## src/rtl/rxdrop_pkg.sv

```systemverilog
package rxdrop_pkg;
    localparam int WORD_W   = 32;
    localparam int NODESC_W = 16;
    localparam int FIFO_W   = 11;
    localparam int PAD_W    = WORD_W - NODESC_W - FIFO_W - 2;

    typedef struct packed {
        logic [PAD_W-1:0]    pad;
        logic                fifo_wrap;
        logic [FIFO_W-1:0]   fifo_cnt;
        logic                nodesc_wrap;
        logic [NODESC_W-1:0] nodesc_cnt;
    } stat_word_t;

    function automatic stat_word_t pack_word(
        input logic [NODESC_W-1:0] nc, input logic nf,
        input logic [FIFO_W-1:0]   fc, input logic ff);
        stat_word_t w;
        w.pad         = '0;
        w.fifo_wrap   = ff;
        w.fifo_cnt    = fc;
        w.nodesc_wrap = nf;
        w.nodesc_cnt  = nc;
        return w;
    endfunction
endpackage

```

## src/rtl/drop_counter.sv

```systemverilog
module drop_counter #(
    parameter int W = 16
) (
    input  logic         clk,
    input  logic         rst,
    input  logic         clr,
    input  logic         inc,
    output logic [W-1:0] cnt,
    output logic         wrap
);
    logic [W-1:0] base_cnt;
    logic         base_wrap;

    // A clear takes effect first, so a coincident event lands on zero.
    always_comb begin
        base_cnt  = clr ? '0 : cnt;
        base_wrap = clr ? 1'b0 : wrap;
    end

    always_ff @(posedge clk) begin
        if (rst) begin
            cnt  <= '0;
            wrap <= 1'b0;
        end else if (inc) begin
            cnt  <= base_cnt + 1'b1;
            wrap <= base_wrap | (&base_cnt);
        end else begin
            cnt  <= base_cnt;
            wrap <= base_wrap;
        end
    end
endmodule

```

## src/rtl/rxdrop_stats.sv

```systemverilog
module rxdrop_stats
    import rxdrop_pkg::*;
(
    input  logic              clk,
    input  logic              rst,
    input  logic              nodesc_drop,
    input  logic              fifo_drop,
    input  logic              rd_strobe,
    output logic [WORD_W-1:0] stat_word
);
    logic [NODESC_W-1:0] nodesc_cnt;
    logic                nodesc_wrap;
    logic [FIFO_W-1:0]   fifo_cnt;
    logic                fifo_wrap;
    stat_word_t          word_s;

    drop_counter #(.W(NODESC_W)) u_nodesc (
        .clk(clk), .rst(rst), .clr(rd_strobe), .inc(nodesc_drop),
        .cnt(nodesc_cnt), .wrap(nodesc_wrap)
    );

    drop_counter #(.W(FIFO_W)) u_fifo (
        .clk(clk), .rst(rst), .clr(rd_strobe), .inc(fifo_drop),
        .cnt(fifo_cnt), .wrap(fifo_wrap)
    );

    always_comb begin
        word_s    = pack_word(nodesc_cnt, nodesc_wrap, fifo_cnt, fifo_wrap);
        stat_word = word_s;
    end
endmodule

```

## config.mk

```make
export PLATFORM = sky130hd
export DESIGN_NAME = rxdrop_stats
export DESIGN_NICKNAME = d
export VERILOG_FILES = /design/src/rtl/rxdrop_pkg.sv /design/src/rtl/drop_counter.sv /design/src/rtl/rxdrop_stats.sv
export SDC_FILE = /design/constraint.sdc
export NUM_CORES = 1
export LEC_CHECK = 0
export CAP_MARGIN = 10
export CORE_ASPECT_RATIO = 1.75
export CORE_MARGIN = 4
export CORE_UTILIZATION = 47
export CTS_CLUSTER_DIAMETER = 150
export CTS_CLUSTER_SIZE = 28
export DETAILED_ROUTE_END_ITERATION = 7
export PLACE_DENSITY = 0.77
export SYNTH_ARGS = -nofsm -noshare
export SYNTH_HDL_FRONTEND = slang
export SYNTH_HIERARCHICAL = 1
export SYNTH_SLANG_ARGS = --single-unit
```

## constraint.sdc

```tcl
create_clock -name clk -period 3.42 [get_ports clk]
set_input_delay 0.513 -clock clk [delete_from_list [all_inputs] [get_ports clk]]
set_output_delay 0.513 -clock clk [all_outputs]
set_load 0.05 [all_outputs]
```

==> impl_results.md, run 1 <==
* Status: finished clean
* Placer Congestion at just under 0.8
* GRT Resource Usage Total at a little under a fifth
* Largest fanout on the critical path at 11
* DIE HEIGHT at between 80 and 90 um
* CTS resizes at 0
* Fmax at between 400 and 500 MHz
* ANT cells at 0
* Syn avg cell area at 8.83 um2
* Syn Inst Count at 165
* Critical Path Slowest Stage Cell: clkdlybuf4s50_1
* Antenna-violating nets left at 0
* Slew @ Worst Pin at 574 ps
* CTS buffer count at 5
* MaxCap Viol Count at 0
* Arrival @ worst endpoint at 2660 ps
* Final worst path period share at between 70% and 80%
* Root buffer cell: clkbuf_8
* Most common cell after layout, fill and taps aside: clkdlybuf4s50_1
* Synthesis Warnings at 6
* PortBufs at 33
* Layout cells sized above 1 at under 10%
* HP Class: reg -> reg
* CTS Hold Buffers Added at 0
* Dpl hpwl at 2.56 mm
* Async S/R FF share, synth at 0%
* Post-synth cell types at 36
* Wirelength per Cell at between 10 and 15 um
* Power density over the cells at 399 mW/mm2
* Critical path buffer and inverter count at 2
* Seq cells post-synth at 29
* Io pins at 37
* CTS tree: built
* Routed wire length at 3.41 mm
* Reg2Reg Setup Slack at 1380 ps
* First-pass DRT Iterations at 4
* Via Count at ~1300
* Startpoint types: input port
* Total grt overflow at 0
* Fin nets at just over 200
* Antenna violations before repair at 0
* VDD IR max at between 0.2 and 0.3 mV
* Chip width at 50.1 um
* Crit-path max cell delay at about 560 ps
* CTS max path bufs at 2
* Sequential cell area fraction in the yosys report at 39.9%
* Post-Syn Area at around 0.0015 mm2
* Post-CTS Repair Setup Buffers at 0
* Util after Layout at about 64%
* Clk_lat worst skew at ~280 ps
* Remaining DRCs at 0
* Starting Density at 49.2%
* RSZ-0062 raised after global routing: false
* Clock-pin slew on the worst setup and hold paths at ~60 ps
* EDFF count, synth at 0
* Final Skew at between 8 and 9 ps
* Area growth syn-to-layout at 30.2%
* Final Hold Vio Count at 0
* Number of global-route vias before repair at between 1000 and 1500
* Worst EP required at between 3000 and 4000 ps
* Register area at between 500 and 600 um2
* Multi-input combinational cell area at 787 um2
* Min Tclk post-route at between 2000 and 2500 ps
* CP Class: in -> reg
* Core footprint at between 0.002 and 0.003 mm2
* Core Rows at 26
* Crit path max-delay family: simple AND/OR/NAND/NOR gates
* Total clock sinks at 29
* Max-slew violations at 0
* Fillers at ~260
* Finish-stage setup viols at 0
* Rel. slew slack at between 60% and 70%
* Largest net degree at the start of global routing at 16
* Setup TNS at 0 ps
* Worst path cell trace: clkdlybuf4s50_1, nor2b_1, ha_1, nand3b_1, nor4_1, buf_4, nand3_1, mux2_2
* Number of levels in the clock H-tree at 2
* Global-route wire length before repair at just under 6 mm
* Commonest non-fill, non-tap cells in the layout: clkdlybuf4s50_1 (33), dfxtp_1 (29), nor2_1 (20)
* DRT iter0 DRCs at 24
* Top FF cell, synth: dfxtp_1
* Crit end category: flip-flop
* Vias per cell at between 5 and 6
* Pleak at between 0.0006 and 0.0007 uW
* DIE AREA at 0.00409 mm2
==> power breakdown <==
part           internal [uW]  total, uW  switching (uW)
combinational           16.6       50.3            33.7
clock                    237        363             126
sequential               340        343            2.91
total                    594        757             163
==> cell type report <==
type                       count  area share, %
timing repair buffer          35           18.2
inverter                       4          0.792
tap                           42           2.77
multi-input combinational    122           41.5
clock inverter                 1           1.58
clock buffer                   7           4.55
sequential                    29           30.6
==> state kept, by name, summed over array words and instances, names as in the netlist <==
name	flops
u_nodesc/cnt	16
u_fifo/cnt	11
u_nodesc/wrap	1
u_fifo/wrap	1
==> cell usage after synthesis (4+ instances only) <==
library cell | n | area [um2]
nor2_1 | 20 | 75.1
o21ai_0 | 6 | 30.0
inv_1 | 4 | 15.0
a21oi_1 | 9 | 45.0
xor2_1 | 5 | 43.8
nand4_1 | 6 | 37.5
dfxtp_1 | 29 | 581
or4_1 | 4 | 30.0
nor2b_1 | 4 | 25.0
xnor2_1 | 9 | 78.8
nand3_1 | 5 | 25.0
or3_1 | 7 | 43.8
buf_4 | 5 | 37.5
nor4_1 | 4 | 25.0
nand2_1 | 10 | 37.5
==> kinds of logic after synthesis <==
group | count (synthesis) | synth area share [%]
mux | 4 | 2.84
other cells | 1 | 0.257
compound gates | 20 | 7.65
fa+ha+maj | 2 | 1.72
flops | 29 | 39.9
simple gates | 79 | 32.6
buf+inv | 16 | 6.61
xor+xnor | 14 | 8.42
==> worst paths after layout <==
kind,to,from,cells after the start
max,u_nodesc/cnt[14],rd_strobe,8
min,u_fifo/wrap,u_fifo/wrap,1
max reg2reg,u_nodesc/cnt[14],u_nodesc/cnt[0],7
min reg2reg,u_fifo/wrap,u_fifo/wrap,1
==> layer usage <==
| metal | routed length [um] | vias up | GRT usage, % |
|---|---|---|---|
| met2 | 1870 | 39 | 36.3 |
| met4 | 86 | 0 | 8.59 |
| met1 | 1310 | 612 | 18.1 |
| met3 | 139 | 8 | 4.54 |
| met5 | 0 | - | 0 |
| li1 | - | 637 | - |
==> stage by stage <==
step / instances / setup slack (ps) / hold slack [ps] / power, uW / instance area, um2
after CTS: 240 / 946 / 474 / 764 / 1900
after detailed placement: 232 / 658 / 458 / 401 / 1780
after floorplan: 167 / 1120 / 438 / 388 / 1460
after global placement: 232 / 735 / 452 / 400 / 1780
final: 240 / 922 / 468 / 757 / 1900
after global routing: 240 / 731 / 495 / 785 / 1900
No activity file was read; power rests on OpenSTA's default activity.
==> run 2: changes to the inputs <==
==> constraint.sdc (replaced) <==
create_clock -name clk -period 2.35 [get_ports clk]
set_input_delay 0.3525 -clock clk [delete_from_list [all_inputs] [get_ports clk]]
set_output_delay 0.3525 -clock clk [all_outputs]
set_load 0.05 [all_outputs]
==> run 2 against run 1 <==
Utilization rose by 0.13 points. Combinational power rose by 54%. Critical endpoint unchanged. Power rose by 27%. Critical path depth did not move. Via count barely moved.
==> impl_results.md, run 2 (synthesis gave the netlist of run 1 again) <==
* DIE AREA at 0.00409 mm2 (unchanged)
* Pleak at 0.000685 uW (+1.6%)
* Vias per cell at 5.29 (-2.1%)
* Critical Path Slowest Stage Cell: clkdlybuf4s50_1
* Number of flip-flops in the largest register at 16 (unchanged)
* Switch Pwr at 237 uW (+46%)
* Min Tclk post-route at about 2100 ps
* Slew @ Worst Pin at 506 ps (-68.0 ps)
* Area after DPL at 0.00182 mm2 (+2.1%)
* Post-CTS Repair Setup Buffers at 0 (unchanged)
* Largest regs: u_nodesc/cnt (16), u_fifo/cnt (11)
* Logic pwr share at 8.0% (+1.4 points)
* HP Class: reg -> reg
* Status: finished clean
* Most flops, register: u_nodesc/cnt
* Io pins at 37 (unchanged)
* Commonest non-fill, non-tap cells in the layout: clkdlybuf4s50_1 (33), dfxtp_1 (29), nor2_1 (20)
* Crit end category: flip-flop
* Clk_lat worst skew at 280 ps (about the same)
* DRT iter0 DRCs at 15 (-38%)
* Placer Congestion at 0.749 (-4.2%)
* DIE HEIGHT at 81.6 um (unchanged)
* Power density over the cells at 508 mW/mm2 (+27%)
* Dpl cells at 237 (+2.2%)
* CTS max path bufs at 2 (unchanged)
* Max-slew violations at 0 (unchanged)
* PnR worst setup slack at 235 ps (-686 ps)
* Startpoint types: input port
* Chip width at 50.1 um (unchanged)
* VDD IR max at 0.465 mV (+74%)
* Total grt overflow at 0 (unchanged)
* CP Class: in -> reg
* CTS buffer count at 5 (unchanged)
* Routed wire length at 3.38 mm (-0.76%)
* Most common cell after layout, fill and taps aside: clkdlybuf4s50_1
* Fmax at approximately 470 MHz
* Final worst path period share at roughly nine tenths
* Core footprint at 0.00296 mm2 (unchanged)
* Root buffer cell: clkbuf_8
* Rel. slew slack at 66.2% (+4.5 points)
* Number of levels in the clock H-tree at 2 (unchanged)
* ANT cells at 0 (unchanged)
* Cell Int Power at 728 uW (+22%)
* Total clock sinks at 29 (unchanged)
* Antenna violations before repair at 0 (unchanged)
* Total Power at 965 uW (+27%)
* CTS Hold Buffers Added at 0 (unchanged)
* Pre-CTS setup slack at -29.7 ps (-687 ps)
* GRT Resource Usage Total at 18.9% (+0.16 points)
* Worst EP required at 2520 ps (-1060 ps)
* RSZ-0062 raised after global routing: false
* Largest fanout on the critical path at 9 (-2)
* Via Count at 1295 (-0.077%)
* Remaining DRCs at 0 (unchanged)
* First-pass DRT Iterations at 4 (unchanged)
* MaxCap Viol Count at 0 (unchanged)
* Antenna-violating nets left at 0 (unchanged)
* Dpl hpwl at 2.62 mm (+2.2%)
* Wirelength per Cell at 13.8 um (-2.8%)
* Finish-stage setup viols at 0 (unchanged)
* Final Skew at 4.69 ps (-3.52 ps)
* Finished Cell Area at 0.00190 mm2 (+0.20%)
* Worst path cell trace: clkdlybuf4s50_1, nor2b_1, ha_1, nand3b_1, nor4_1, buf_4, nand3_1, mux2_2
* Setup TNS at 0 ps (unchanged)
* Final Hold Vio Count at 0 (unchanged)
* Layout cells sized above 1 at 9.36% (+2.3 points)
* Area growth syn-to-layout at 30.5%
* Fillers at 262 (unchanged)
* Core Rows at 26 (unchanged)
* Sequential power share at 51.8% (+6.5 points)
* CTS tree: built
* Crit path max-delay family: simple AND/OR/NAND/NOR gates
* Starting Density at 49.2% (unchanged)
* Clock-pin slew on the worst setup and hold paths at 60 ps (about the same)
* PortBufs at 33 (unchanged)
* Largest net degree at the start of global routing at 15 (-1)
* Final Non-Filler Cells at 245 (+2.1%)
* Arrival @ worst endpoint at 2280 ps (-380 ps)
* Number of global-route vias before repair at 1380 (+4.2%)
* Clock power share at 40.2% (-7.8 points)
* Fin nets at 209 (+2.5%)
* Net Sw Frac at 24.6% (+3.1 points)
* Crit-path max cell delay at 530 ps (-30 ps)
* CTS resizes at 0 (unchanged)
* Register area at 581 um2 (unchanged)
* Multi-input combinational cell area at 787 um2 (unchanged)
* Critical path buffer and inverter count at 2 (unchanged)
* Global-route wire length before repair at 5.93 mm (+0.83%)
[run 2: changes by cell type in the layout (fill, tap and decap cells not counted), sizes merged]
cell / delta
buf: +5
bufinv: -1
clkbuf: -1
clkinv: +2
[run 2: power by group through the flow]
| stage | Sequential, uW | Clock [uW] | Combinational, uW |
|---|---|---|---|
| after detailed placement | 511 | 0 | 77.6 |
| after global placement | 511 | 0 | 75.9 |
| after global routing | 500 | 415 | 82.5 |
| after CTS | 500 | 397 | 78.1 |
| final | 500 | 387 | 77.5 |
| after floorplan | 523 | 0 | 42.5 |
[run 2: path summary, 6_finish.rpt]
check             cells past startpoint             from  slack (ps)                to
hold reg to reg                       1      u_fifo/wrap         480       u_fifo/wrap
setup / recovery                      8        rd_strobe         240  u_nodesc/cnt[14]
setup reg to reg                      7  u_nodesc/cnt[1]         420  u_nodesc/cnt[14]
hold / removal                        1      u_fifo/wrap         480       u_fifo/wrap
[run 2: through the flow]
step                      utilization (%)  hold WS [ps]
after global routing                 64.2           501
after detailed placement             61.4           477
after global placement               61.4           449
after CTS                            64.2           491
final                                64.2           484
after floorplan                         -           422
[run 2: layout make-up]
| type | count | area share, % |
|---|---|---|
| multi-input cells | 122 | 41.4 |
| flip-flops and latches | 29 | 30.5 |
| clock buffers | 6 | 3.82 |
| inverters | 4 | 0.790 |
| clock inverters | 2 | 0.527 |
| repair buffers | 40 | 20.1 |
| well taps | 42 | 2.76 |
[run 2: per-layer routing]
layer	vias to the layer above	part of all wire [%]	GRT usage, %
met5	-	0	0
met4	0	2.0	9.70
met3	6	4.6	4.72
met2	38	57	37.6
met1	604	37	16.9
li1	647	-	-
